--- src/rtl/sp_pkg.sv ---
package sp_pkg;
    typedef enum logic {
        MODE_CONT  = 1'b0,
        MODE_GATED = 1'b1
    } rd_mode_e;
endpackage

--- src/rtl/sp_rr_arb.sv ---
module sp_rr_arb #(
    parameter int NPIX   = 8,
    parameter int ADDR_W = $clog2(NPIX)
) (
    input  logic              clk_i,
    input  logic              rst_ni,
    input  logic [NPIX-1:0]   req_i,
    input  logic              grant_i,
    output logic              any_o,
    output logic [ADDR_W-1:0] win_o
);
    typedef struct packed {
        logic [ADDR_W-1:0] last;
    } st_t;

    st_t st_d, st_q;

    always_comb begin
        st_d  = st_q;
        any_o = 1'b0;
        win_o = '0;
        for (int k = 1; k <= NPIX; k++) begin
            automatic int idx = (int'(st_q.last) + k) % NPIX;
            if (!any_o && req_i[idx]) begin
                any_o = 1'b1;
                win_o = ADDR_W'(idx);
            end
        end
        if (grant_i) st_d.last = win_o;
    end

    always_ff @(posedge clk_i) begin
        if (!rst_ni) st_q.last <= ADDR_W'(NPIX - 1);
        else         st_q <= st_d;
    end

    AST_GRANT_VALID: assert property (@(posedge clk_i) disable iff (!rst_ni)
        grant_i |-> any_o && req_i[win_o]);
endmodule

--- src/rtl/sp_deser.sv ---
module sp_deser #(
    parameter int NPIX   = 8,
    parameter int PAY_W  = 37,
    parameter int DEAD_W = 4,
    parameter int ADDR_W = $clog2(NPIX),
    parameter int REC_W  = ADDR_W + PAY_W
) (
    input  logic              clk_i,
    input  logic              rst_ni,
    input  logic              start_i,
    input  logic [ADDR_W-1:0] win_i,
    input  logic [NPIX-1:0]   ser_i,
    input  logic [DEAD_W-1:0] dead_i,
    output logic [NPIX-1:0]   tok_o,
    output logic              active_o,
    output logic              push_o,
    output logic [REC_W-1:0]  rec_o
);
    localparam int CNT_W = $clog2(PAY_W + (1 << DEAD_W) + 1);

    typedef struct packed {
        logic              active;
        logic [ADDR_W-1:0] sel;
        logic [CNT_W-1:0]  cnt;
        logic [PAY_W-1:0]  sh;
    } st_t;

    st_t st_d, st_q;
    logic [CNT_W-1:0] last_cnt;
    logic             shifting;

    assign last_cnt = CNT_W'(PAY_W - 1) + CNT_W'(dead_i);
    assign shifting = st_q.active && (st_q.cnt < CNT_W'(PAY_W));

    always_comb begin
        st_d   = st_q;
        push_o = 1'b0;
        if (!st_q.active) begin
            if (start_i) begin
                st_d.active = 1'b1;
                st_d.sel    = win_i;
                st_d.cnt    = '0;
            end
        end else begin
            if (shifting) st_d.sh = {st_q.sh[PAY_W-2:0], ser_i[st_q.sel]};
            if (st_q.cnt == last_cnt) begin
                st_d.active = 1'b0;
                push_o      = 1'b1;
            end else begin
                st_d.cnt = st_q.cnt + 1'b1;
            end
        end
    end

    assign rec_o    = {st_q.sel, st_d.sh};
    assign active_o = st_q.active;
    assign tok_o    = shifting ? (NPIX'(1) << st_q.sel) : '0;

    always_ff @(posedge clk_i) begin
        if (!rst_ni) st_q <= '0;
        else         st_q <= st_d;
    end

    AST_TOK_WIDTH: assert property (@(posedge clk_i) disable iff (!rst_ni)
        $fell(|tok_o) |-> $past(st_q.cnt) == CNT_W'(PAY_W - 1));
    AST_NO_START_BUSY: assert property (@(posedge clk_i) disable iff (!rst_ni)
        st_q.active && !push_o |=> st_q.active && $stable(st_q.sel));
endmodule

--- src/rtl/sp_rec_fifo.sv ---
module sp_rec_fifo #(
    parameter int W     = 40,
    parameter int DEPTH = 2
) (
    input  logic         clk_i,
    input  logic         rst_ni,
    input  logic         push_i,
    input  logic [W-1:0] din_i,
    input  logic         pop_i,
    output logic [W-1:0] dout_o,
    output logic         empty_o,
    output logic         full_o
);
    localparam int PW = (DEPTH > 1) ? $clog2(DEPTH) : 1;

    typedef struct packed {
        logic [DEPTH-1:0][W-1:0] mem;
        logic [PW-1:0]           wp;
        logic [PW-1:0]           rp;
        logic [PW:0]             cnt;
    } st_t;

    st_t st_d, st_q;

    always_comb begin
        st_d = st_q;
        if (push_i) begin
            st_d.mem[st_q.wp] = din_i;
            st_d.wp = (st_q.wp == PW'(DEPTH - 1)) ? '0 : st_q.wp + 1'b1;
        end
        if (pop_i) st_d.rp = (st_q.rp == PW'(DEPTH - 1)) ? '0 : st_q.rp + 1'b1;
        if (push_i && !pop_i)      st_d.cnt = st_q.cnt + 1'b1;
        else if (pop_i && !push_i) st_d.cnt = st_q.cnt - 1'b1;
    end

    assign dout_o  = st_q.mem[st_q.rp];
    assign empty_o = (st_q.cnt == '0);
    assign full_o  = (st_q.cnt == (PW+1)'(DEPTH));

    always_ff @(posedge clk_i) begin
        if (!rst_ni) st_q <= '0;
        else         st_q <= st_d;
    end

    AST_NO_OVERFLOW: assert property (@(posedge clk_i) disable iff (!rst_ni)
        push_i |-> !full_o);
    AST_NO_UNDERFLOW: assert property (@(posedge clk_i) disable iff (!rst_ni)
        pop_i |-> !empty_o);
endmodule

--- src/rtl/sp_bus_tx.sv ---
module sp_bus_tx #(
    parameter int REC_W = 40,
    parameter int BUS_W = 8
) (
    input  logic             clk_i,
    input  logic             rst_ni,
    input  logic [REC_W-1:0] rec_i,
    input  logic             avail_i,
    input  logic             full_i,
    output logic             pop_o,
    output logic [BUS_W-1:0] data_o,
    output logic             dp_o
);
    localparam int NWORDS = (REC_W + BUS_W - 1) / BUS_W;
    localparam int PAD_W  = NWORDS * BUS_W;
    localparam int WC_W   = (NWORDS > 1) ? $clog2(NWORDS) : 1;

    typedef struct packed {
        logic             busy;
        logic [WC_W-1:0]  wcnt;
        logic [PAD_W-1:0] sh;
    } st_t;

    st_t  st_d, st_q;
    logic adv, lastw, load;

    assign adv   = st_q.busy && !full_i;
    assign lastw = (st_q.wcnt == WC_W'(NWORDS - 1));
    assign load  = (!st_q.busy || (adv && lastw)) && avail_i;

    always_comb begin
        st_d  = st_q;
        pop_o = 1'b0;
        if (adv) begin
            if (lastw) begin
                st_d.busy = 1'b0;
            end else begin
                st_d.sh   = st_q.sh << BUS_W;
                st_d.wcnt = st_q.wcnt + 1'b1;
            end
        end
        if (load) begin
            pop_o     = 1'b1;
            st_d.busy = 1'b1;
            st_d.wcnt = '0;
            st_d.sh   = PAD_W'(rec_i) << (PAD_W - REC_W);
        end
    end

    assign data_o = st_q.sh[PAD_W-1 -: BUS_W];
    assign dp_o   = st_q.busy;

    always_ff @(posedge clk_i) begin
        if (!rst_ni) st_q <= '0;
        else         st_q <= st_d;
    end

    AST_STALL_HOLD: assert property (@(posedge clk_i) disable iff (!rst_ni)
        dp_o && full_i |=> dp_o && $stable(data_o));
    AST_WCNT_RANGE: assert property (@(posedge clk_i) disable iff (!rst_ni)
        st_q.wcnt <= WC_W'(NWORDS - 1));
endmodule

--- src/rtl/sp_readout_conc.sv ---
module sp_readout_conc
    import sp_pkg::*;
#(
    parameter int NPIX       = 8,
    parameter int PAY_W      = 37,
    parameter int BUS_W      = 8,
    parameter int DEAD_W     = 4,
    parameter int FIFO_DEPTH = 2
) (
    input  logic              clk_i,
    input  logic              rst_ni,
    input  logic [NPIX-1:0]   pix_req_i,
    input  logic [NPIX-1:0]   pix_ser_i,
    output logic [NPIX-1:0]   pix_tok_o,
    input  logic              mode_i,
    input  logic              shutter_i,
    input  logic [DEAD_W-1:0] dead_cfg_i,
    input  logic              eoc_full_i,
    output logic [BUS_W-1:0]  col_data_o,
    output logic              col_dp_o
);
    localparam int ADDR_W = $clog2(NPIX);
    localparam int REC_W  = ADDR_W + PAY_W;

    logic              any_req, start, active, push, pop, fifo_empty, fifo_full, gate_ok;
    logic [ADDR_W-1:0] win;
    logic [REC_W-1:0]  rec_in, rec_out;

    assign gate_ok = (rd_mode_e'(mode_i) == MODE_CONT) || !shutter_i;
    assign start   = !active && any_req && !fifo_full && gate_ok;

    sp_rr_arb #(.NPIX(NPIX), .ADDR_W(ADDR_W)) u_arb (
        .clk_i(clk_i), .rst_ni(rst_ni), .req_i(pix_req_i),
        .grant_i(start), .any_o(any_req), .win_o(win)
    );

    sp_deser #(.NPIX(NPIX), .PAY_W(PAY_W), .DEAD_W(DEAD_W),
               .ADDR_W(ADDR_W), .REC_W(REC_W)) u_deser (
        .clk_i(clk_i), .rst_ni(rst_ni), .start_i(start), .win_i(win),
        .ser_i(pix_ser_i), .dead_i(dead_cfg_i), .tok_o(pix_tok_o),
        .active_o(active), .push_o(push), .rec_o(rec_in)
    );

    sp_rec_fifo #(.W(REC_W), .DEPTH(FIFO_DEPTH)) u_fifo (
        .clk_i(clk_i), .rst_ni(rst_ni), .push_i(push), .din_i(rec_in),
        .pop_i(pop), .dout_o(rec_out), .empty_o(fifo_empty), .full_o(fifo_full)
    );

    sp_bus_tx #(.REC_W(REC_W), .BUS_W(BUS_W)) u_tx (
        .clk_i(clk_i), .rst_ni(rst_ni), .rec_i(rec_out), .avail_i(!fifo_empty),
        .full_i(eoc_full_i), .pop_o(pop), .data_o(col_data_o), .dp_o(col_dp_o)
    );

    AST_TOK_ONEHOT: assert property (@(posedge clk_i) disable iff (!rst_ni)
        $onehot0(pix_tok_o));
    AST_TOK_REQ: assert property (@(posedge clk_i) disable iff (!rst_ni)
        $rose(|pix_tok_o) |-> (($past(pix_req_i) & pix_tok_o) != '0));
    AST_SHUTTER_GATE: assert property (@(posedge clk_i) disable iff (!rst_ni)
        $rose(|pix_tok_o) && $past(mode_i) |-> !$past(shutter_i));
endmodule

--- config.mk ---
export PLATFORM = sky130hd
export DESIGN_NAME = sp_readout_conc
export DESIGN_NICKNAME = d
export VERILOG_FILES = /design/src/rtl/sp_pkg.sv /design/src/rtl/sp_rr_arb.sv /design/src/rtl/sp_deser.sv /design/src/rtl/sp_rec_fifo.sv /design/src/rtl/sp_bus_tx.sv /design/src/rtl/sp_readout_conc.sv
export SDC_FILE = /design/constraint.sdc
export NUM_CORES = 1
export LEC_CHECK = 0
export BUFFER_PORTS_ARGS = -buffer_cell sky130_fd_sc_hd__buf_4
export CORE_ASPECT_RATIO = 1.5
export CORE_MARGIN = 5
export CORE_UTILIZATION = 35
export DETAILED_ROUTE_END_ITERATION = 10
export MAX_ROUTING_LAYER = met4
export SLEW_MARGIN = 25
export SYNTH_ARGS = -nofsm -noshare
export SYNTH_HDL_FRONTEND = slang
export SYNTH_SLANG_ARGS = --single-unit
--- constraint.sdc ---
create_clock -name clk_i -period 2.9 [get_ports clk_i]
set_input_delay 0.58 -clock clk_i [delete_from_list [all_inputs] [get_ports clk_i]]
set_output_delay 0.58 -clock clk_i [all_outputs]
set_load 0.005 [all_outputs]
# Word-level counts from Yosys, hierarchy flattened

Index checks and enable logic that the tools add are counted.

Flip-flop bits (word level): 178
Word-level logic and storage cells: 178
Input bits: 25

Add/sub/neg operators: 15
Bitwise gates (word level): 12
Order comparisons: 13
Equality and inequality tests: 5
Muxes and demuxes: 66
Reduce and logical (&&, ||, !) cells: 53
Shift-type cells: 1

Operators by type and width:

| operator                                                   | count |
|---|---|
| 2-to-1 mux 40 bit                                          | 3 |
| 2-to-1 mux 44 bit                                          | 2 |
| bitwise mux 80 bit                                         | 1 |
| 2-to-1 mux 37 bit                                          | 2 |
| 2-to-1 mux 43 bit                                          | 1 |
| demux 40 bit (select 1 bit)                                | 1 |
| less-than comparator 4 x 5 -> 1 bit, second input constant | 8 |
| 2-to-1 mux 1 bit                                           | 33 |
| binary-select mux 1 bit (select 3 bit)                     | 9 |
| 2-to-1 mux 3 bit                                           | 8 |
| OR reduction 3 bit                                         | 8 |
| logical AND 1 bit                                          | 17 |
| zero test 1 bit                                            | 15 |
| adder 3 bit, second input constant                         | 4 |
| 2-to-1 mux 6 bit                                           | 2 |
| 2-to-1 mux 10 bit                                          | 1 |
| AND reduction 2 bit                                        | 5 |
| adder 3 x 1 -> 3 bit, second input constant                | 3 |
| bitwise AND 1 bit, first input constant                    | 8 |
| 2-to-1 mux 8 bit                                           | 1 |
| nonzero test 2 bit                                         | 4 |
| left shift 1 x 3 -> 8 bit, first input constant            | 1 |
| adder 3 x 2 -> 3 bit, second input constant                | 2 |
| adder 6 x 1 -> 6 bit, second input constant                | 1 |
| 17 further kinds                                           | 25 |

# Depth between registers and ports, before layout

Depth in word-level cells: 33
Depth in mapped cells: 14
Gate-level depth less buffers: 9

# Modules after synthesis

From an unflattened synthesis, not the netlist that was laid out.

Cell total of the unflattened synthesis: 1102
Area, all modules: 9635.5 µm²

By module, submodules not included:

| module          | sequential area each (µm²) | instances | area an instance (µm²) | cells each |
|---|---|---|---|---|
| sp_rec_fifo     | 1681.6                     | 1         | 3619.7                 | 414 |
| sp_deser        | 940.9                      | 1         | 2653.8                 | 334 |
| sp_bus_tx       | 880.8                      | 1         | 2317.2                 | 245 |
| sp_rr_arb       | 60.1                       | 1         | 1022.2                 | 106 |
| sp_readout_conc | 0.0                        | 1         | 22.5                   | 3 |

# Least setup slack after synthesis

OpenSTA, ideal clock, no wires.

Path type: reg2reg
Start: register u_arb.st_q[0] (netlist name)
End: register u_deser.st_q (netlist bit u_deser.rec_o[39])
Stages on the path, launching flop included: 13
Required time: 2.830 ns
Clock period less this slack: 3.017 ns
Slack: -0.117 ns
Library setup time: 0.070 ns
Arrival time: 2.947 ns
Path through: dfxtp_1 -> buf_6 -> buf_8 -> inv_1 -> ha_1 -> clkbuf_1 -> mux4_1 -> mux2_2 -> or2_4 -> o311a_1 -> o32ai_1 -> o21ai_1 -> a21oi_1

Longest elaborated chain between the ends: 30
Elaborated cells between the ends (all ways): 66

RTL lines:

| item                                                | RTL line              | source |
|---|---|---|
| start, declared                                     | sp_rr_arb.sv:16       | `st_t st_d, st_q;` |
| start signal, assigned                              | sp_rr_arb.sv:34       | `else st_q <= st_d;` |
| adder 3 x 1 -> 3 bit                                | sp_rr_arb.sv:23       | `automatic int idx = (int'(st_q.last) + k) % NPIX;` |
| binary-select mux 1 bit (select 3 bit)              | sp_rr_arb.sv:24       | `if (!any_o && req_i[idx]) begin` |
| 2-to-1 mux 1 bit (implied by the code) (2 in a row) | sp_rr_arb.sv:24       |  |
| 2-to-1 mux 1 bit                                    | sp_rr_arb.sv:24       |  |
| zero test 1 bit                                     | sp_rr_arb.sv:24       |  |
| logical AND 1 bit                                   | sp_rr_arb.sv:24       |  |
| 2-to-1 mux 1 bit                                    | sp_rr_arb.sv:24       |  |
| zero test 1 bit                                     | sp_rr_arb.sv:24       |  |
| (+11 left out)                                      | n/a                   |  |
| zero test 1 bit                                     | sp_rr_arb.sv:24       |  |
| logical AND 1 bit                                   | sp_rr_arb.sv:24       |  |
| 2-to-1 mux 1 bit                                    | sp_rr_arb.sv:24       |  |
| zero test 1 bit                                     | sp_rr_arb.sv:24       |  |
| logical AND 1 bit                                   | sp_rr_arb.sv:24       |  |
| 2-to-1 mux 1 bit                                    | sp_rr_arb.sv:24       |  |
| logical AND 1 bit (3 in a row)                      | sp_readout_conc.sv:30 | `assign start = !active && any_req && !fifo_full && gate_ok;` |
| AND reduction 2 bit (no source line)                | n/a                   |  |
| end signal, assigned                                | sp_deser.sv:61        | `else st_q <= st_d;` |
| end, declared                                       | sp_deser.sv:28        | `st_t st_d, st_q;` |

Several ways; a longest one is shown, not always the timed one. The select of a mux whose other input is x is not followed.
A chain may end at the register's enable or synchronous reset.

# Worst setup path in the final report

Same ends and word-level chain as after synthesis.

==> metrics.txt <==
die height=195 microns; Peak VDD IR=0.000364 V; total number of vias=5,940; clock skew=0.00639 ns; drt pass-1 iters=4; pin count of the biggest net entering global routing=46; reg2reg start=u_arb.st_q[0]; CP endpoint kind=flip-flop; Worst Path Max Fanout=7; RSZ-0062 raised after global routing=false; async set or reset register ratio after synthesis=0; Critical Setup Path Class=flip-flop to flip-flop; Post-route DRC=0; GRT Total Usage=0.149; Slew HR=0.420; Critical Path RT=3.25 ns; top cells by area, synth=dfxtp_1 45%, mux2i_1 12%, a211oi_1 10%, nor2_1 5.4%, o22a_1 4.0%; synth warn=0; ys flop type=dfxtp_1; hold path start=rst_ni; GPL Wtd Cong=0.865; Reg2Reg Setup Slack=0.15 ns; clock buffer count from CTS=17; Hold Violations, Final=0; synth unique cells=58; final setup vio count=0; Chip Width=133 microns; maximum clock path buffer count=2; GR Util met1=0.170; detailed placement HPWL=12,300 microns; leading area contributor after synthesis=dfxtp_1; Syn Area/Cell=9.80 sq um; HP Class=primary input to flip-flop; # IOs=42; met3 usage in global routing=0.0261; #FFs+latches synth=178; number of global-route vias before repair=5,886; n_diodes=0; Detail Route Antenna Nets=0; Reg2Reg Depth=9; minimum clock period=2.75 ns; Placement Rows=67; r2r endpoint=u_deser.rec_o[39]; Root Buffer=clkbuf_16; MaxCap Viol Count=0; first-pass GRT wire length=30,700 microns; sequential area share after synthesis=0.447; core area=22,400 sq um; Setup crit start kind=flip-flop; final global-route overflow total=0; Clk pin slew, worst setup/hold paths=0.07 ns; final WL=18,500 microns; hold endpoint=u_arb.st_q[0]; Port Buffers=41; initial antenna violation count=0; Synth Instances=814; clock tree sinks=178; Worst-Margin Slew=0.866 ns; layout cells sized above 1=0.173; Data arrival, critical path=3.09 ns; Netlist Area Pre-Place=7970 sq um; WHS=0.413 ns; Vias/cell=5.31; Initial DRC Count=282; cell depth of the worst hold path=2; Period Utilization, post-route=0.947; Synth top area share=0.447; Pwr per Cell Area=730 nW/um^2; worst skew pair latency=0.41 ns; die area=26,000 sq um; Routed WL per cell=16.5 microns; htree depth=4; Final Slew Violations=0; Initial Utilization=0.356; fin nets=863; FILL cells=2,172; met2 Use GR=0.265; Post-synth EDFFs=0; TritonCTS clock tree=done; Leakage=3.87 nW; Area Overhead vs Synth=16.3%; outcome=finished, final reports clean; setup TNS=0 ns; Mapped Nets=847; Worst Setup SP=u_arb.st_q[0]; Fmax=364 MHz; hold_buf cts=0; most used routing layer=met2
==> metal layers <==
metal / part of all wire / routed length, microns
met2: 0.53 / 9850
met4: 0.016 / 302
met5: 0 / 0
met3: 0.025 / 461
met1: 0.43 / 7890
==> cell usage in the layout, fill, tap and decap left out, types with 9 or more instances in the layout <==
cell type	netlist	final
a211oi_1	106	105
a21oi_1	13	13
a31oi_1	9	9
buf_4	8	65
clkbuf_16	0	17
dfxtp_1	178	177
inv_1	13	13
mux2i_1	94	93
nand2_1	19	19
nor2_1	115	114
nor2b_1	36	35
o21ai_0	10	9
o22a_1	36	36
==> power breakdown <==
group	switching, W	leakage, nW	internal [W]
Clock	0.000978	0.276	0.00128
Combinational	0.00101	2.16	0.000914
Sequential	0.0000888	1.44	0.00249
==> timing repair <==
| item | in CTS | in global routing |
|---|---|---|
| resized for setup | 1 | 7 |
| setup endpoints to repair | 2 | 18 |
| pin swaps | 0 | 2 |
| setup buffers | 0 | 1 |
==> registers in the layout, summed over array words and instances (netlist names) <==
register	cells
u_deser.active_o	1
u_arb.st_q	3
u_tx.data_o	8
u_deser.st_q	43
u_tx.dp_o	1
u_fifo.st_q	84
u_tx.st_q	35
u_deser.rec_o	3
==> stage by stage <==
stage / total power [W] / utilization / cell area (sq um) / instances / worst slack, ns
floorplan: 0.00398 / - / 7970 / 814 / 0.0101
global placement: 0.00449 / 0.386 / 8640 / 1086 / 0.0453
detailed placement: 0.00448 / 0.386 / 8640 / 1086 / 0.0276
CTS: 0.00675 / 0.412 / 9230 / 1118 / 0.0149
global route: 0.00708 / 0.414 / 9280 / 1119 / 0.0170
finish: 0.00677 / 0.414 / 9280 / 1119 / 0.154
==> cell usage after synthesis (2+ instances only) <==
cell      instances
buf_1             8
nor3_1            5
buf_6             3
nand2b_1          7
nor4_1            2
a31oi_1           9
nand3_1           6
a21oi_2           2
a21oi_1          13
o21ai_1           2
o21ai_0          10
mux4_1            3
and2_1            2
inv_1            13
xor2_1            8
clkbuf_1         53
a211oi_1        106
nor2_1          115
o22ai_1           4
nor2b_1          36
buf_4             8
o32ai_1           2
buf_2             4
dfxtp_1         178
mux2i_1          94
mux4_2            7
or4_1             2
a21o_1            2
or3_1             3
or2b_1            2
xnor2_1           8
nand4_1           3
or2_2             3
ha_1              8
nand2_1          19
mux2_2            6
o22a_1           36
a211o_1           2
==> how the worst max path moves through the flow <==
stage                             end  slack, ns  cells after the start
global route         u_deser.st_q[37]       0.02                     11
global placement    u_deser.rec_o[39]       0.05                      9
finish              u_deser.rec_o[39]       0.15                      9
CTS                 u_deser.rec_o[39]       0.01                      9
detailed placement   u_deser.st_q[37]       0.03                      8
floorplan           u_deser.rec_o[39]       0.01                     12
==> cell families (layout without fill, tap and decap cells) <==
family | after synthesis | after routing | share of synthesized area
xor+xnor | 16 | 16 | 0.0176
mux | 110 | 110 | 0.156
buf+inv | 91 | 120 | 0.0515
compound gates | 198 | 198 | 0.189
fa+ha+maj | 8 | 8 | 0.0126
simple gates | 213 | 213 | 0.126
flops | 178 | 178 | 0.447
==> layout make-up <==
class | count | area (sq um) | share of cell area
Clock buffer | 18 | 429 | 0.0463
Clock inverter | 14 | 155 | 0.0167
Inverter | 14 | 55.1 | 0.00594
Multi-Input combinational cell | 545 | 4070 | 0.438
Sequential cell | 178 | 3560 | 0.384
Tap cell | 276 | 345 | 0.0372
Timing Repair Buffer | 74 | 659 | 0.0711
==> worst max-delay path, stage by stage, from the launching register on <==
cell and delay, ns:
dfxtp_1 0.34, inv_1 0.10, ha_4 0.34, mux4_2 0.40, mux2_2 0.37, or2_4 0.28
o311a_1 0.39, a21boi_1 0.21, o21ai_1 0.11, a21oi_1 0.15
Note: power is estimated with default switching activity, not from simulation.
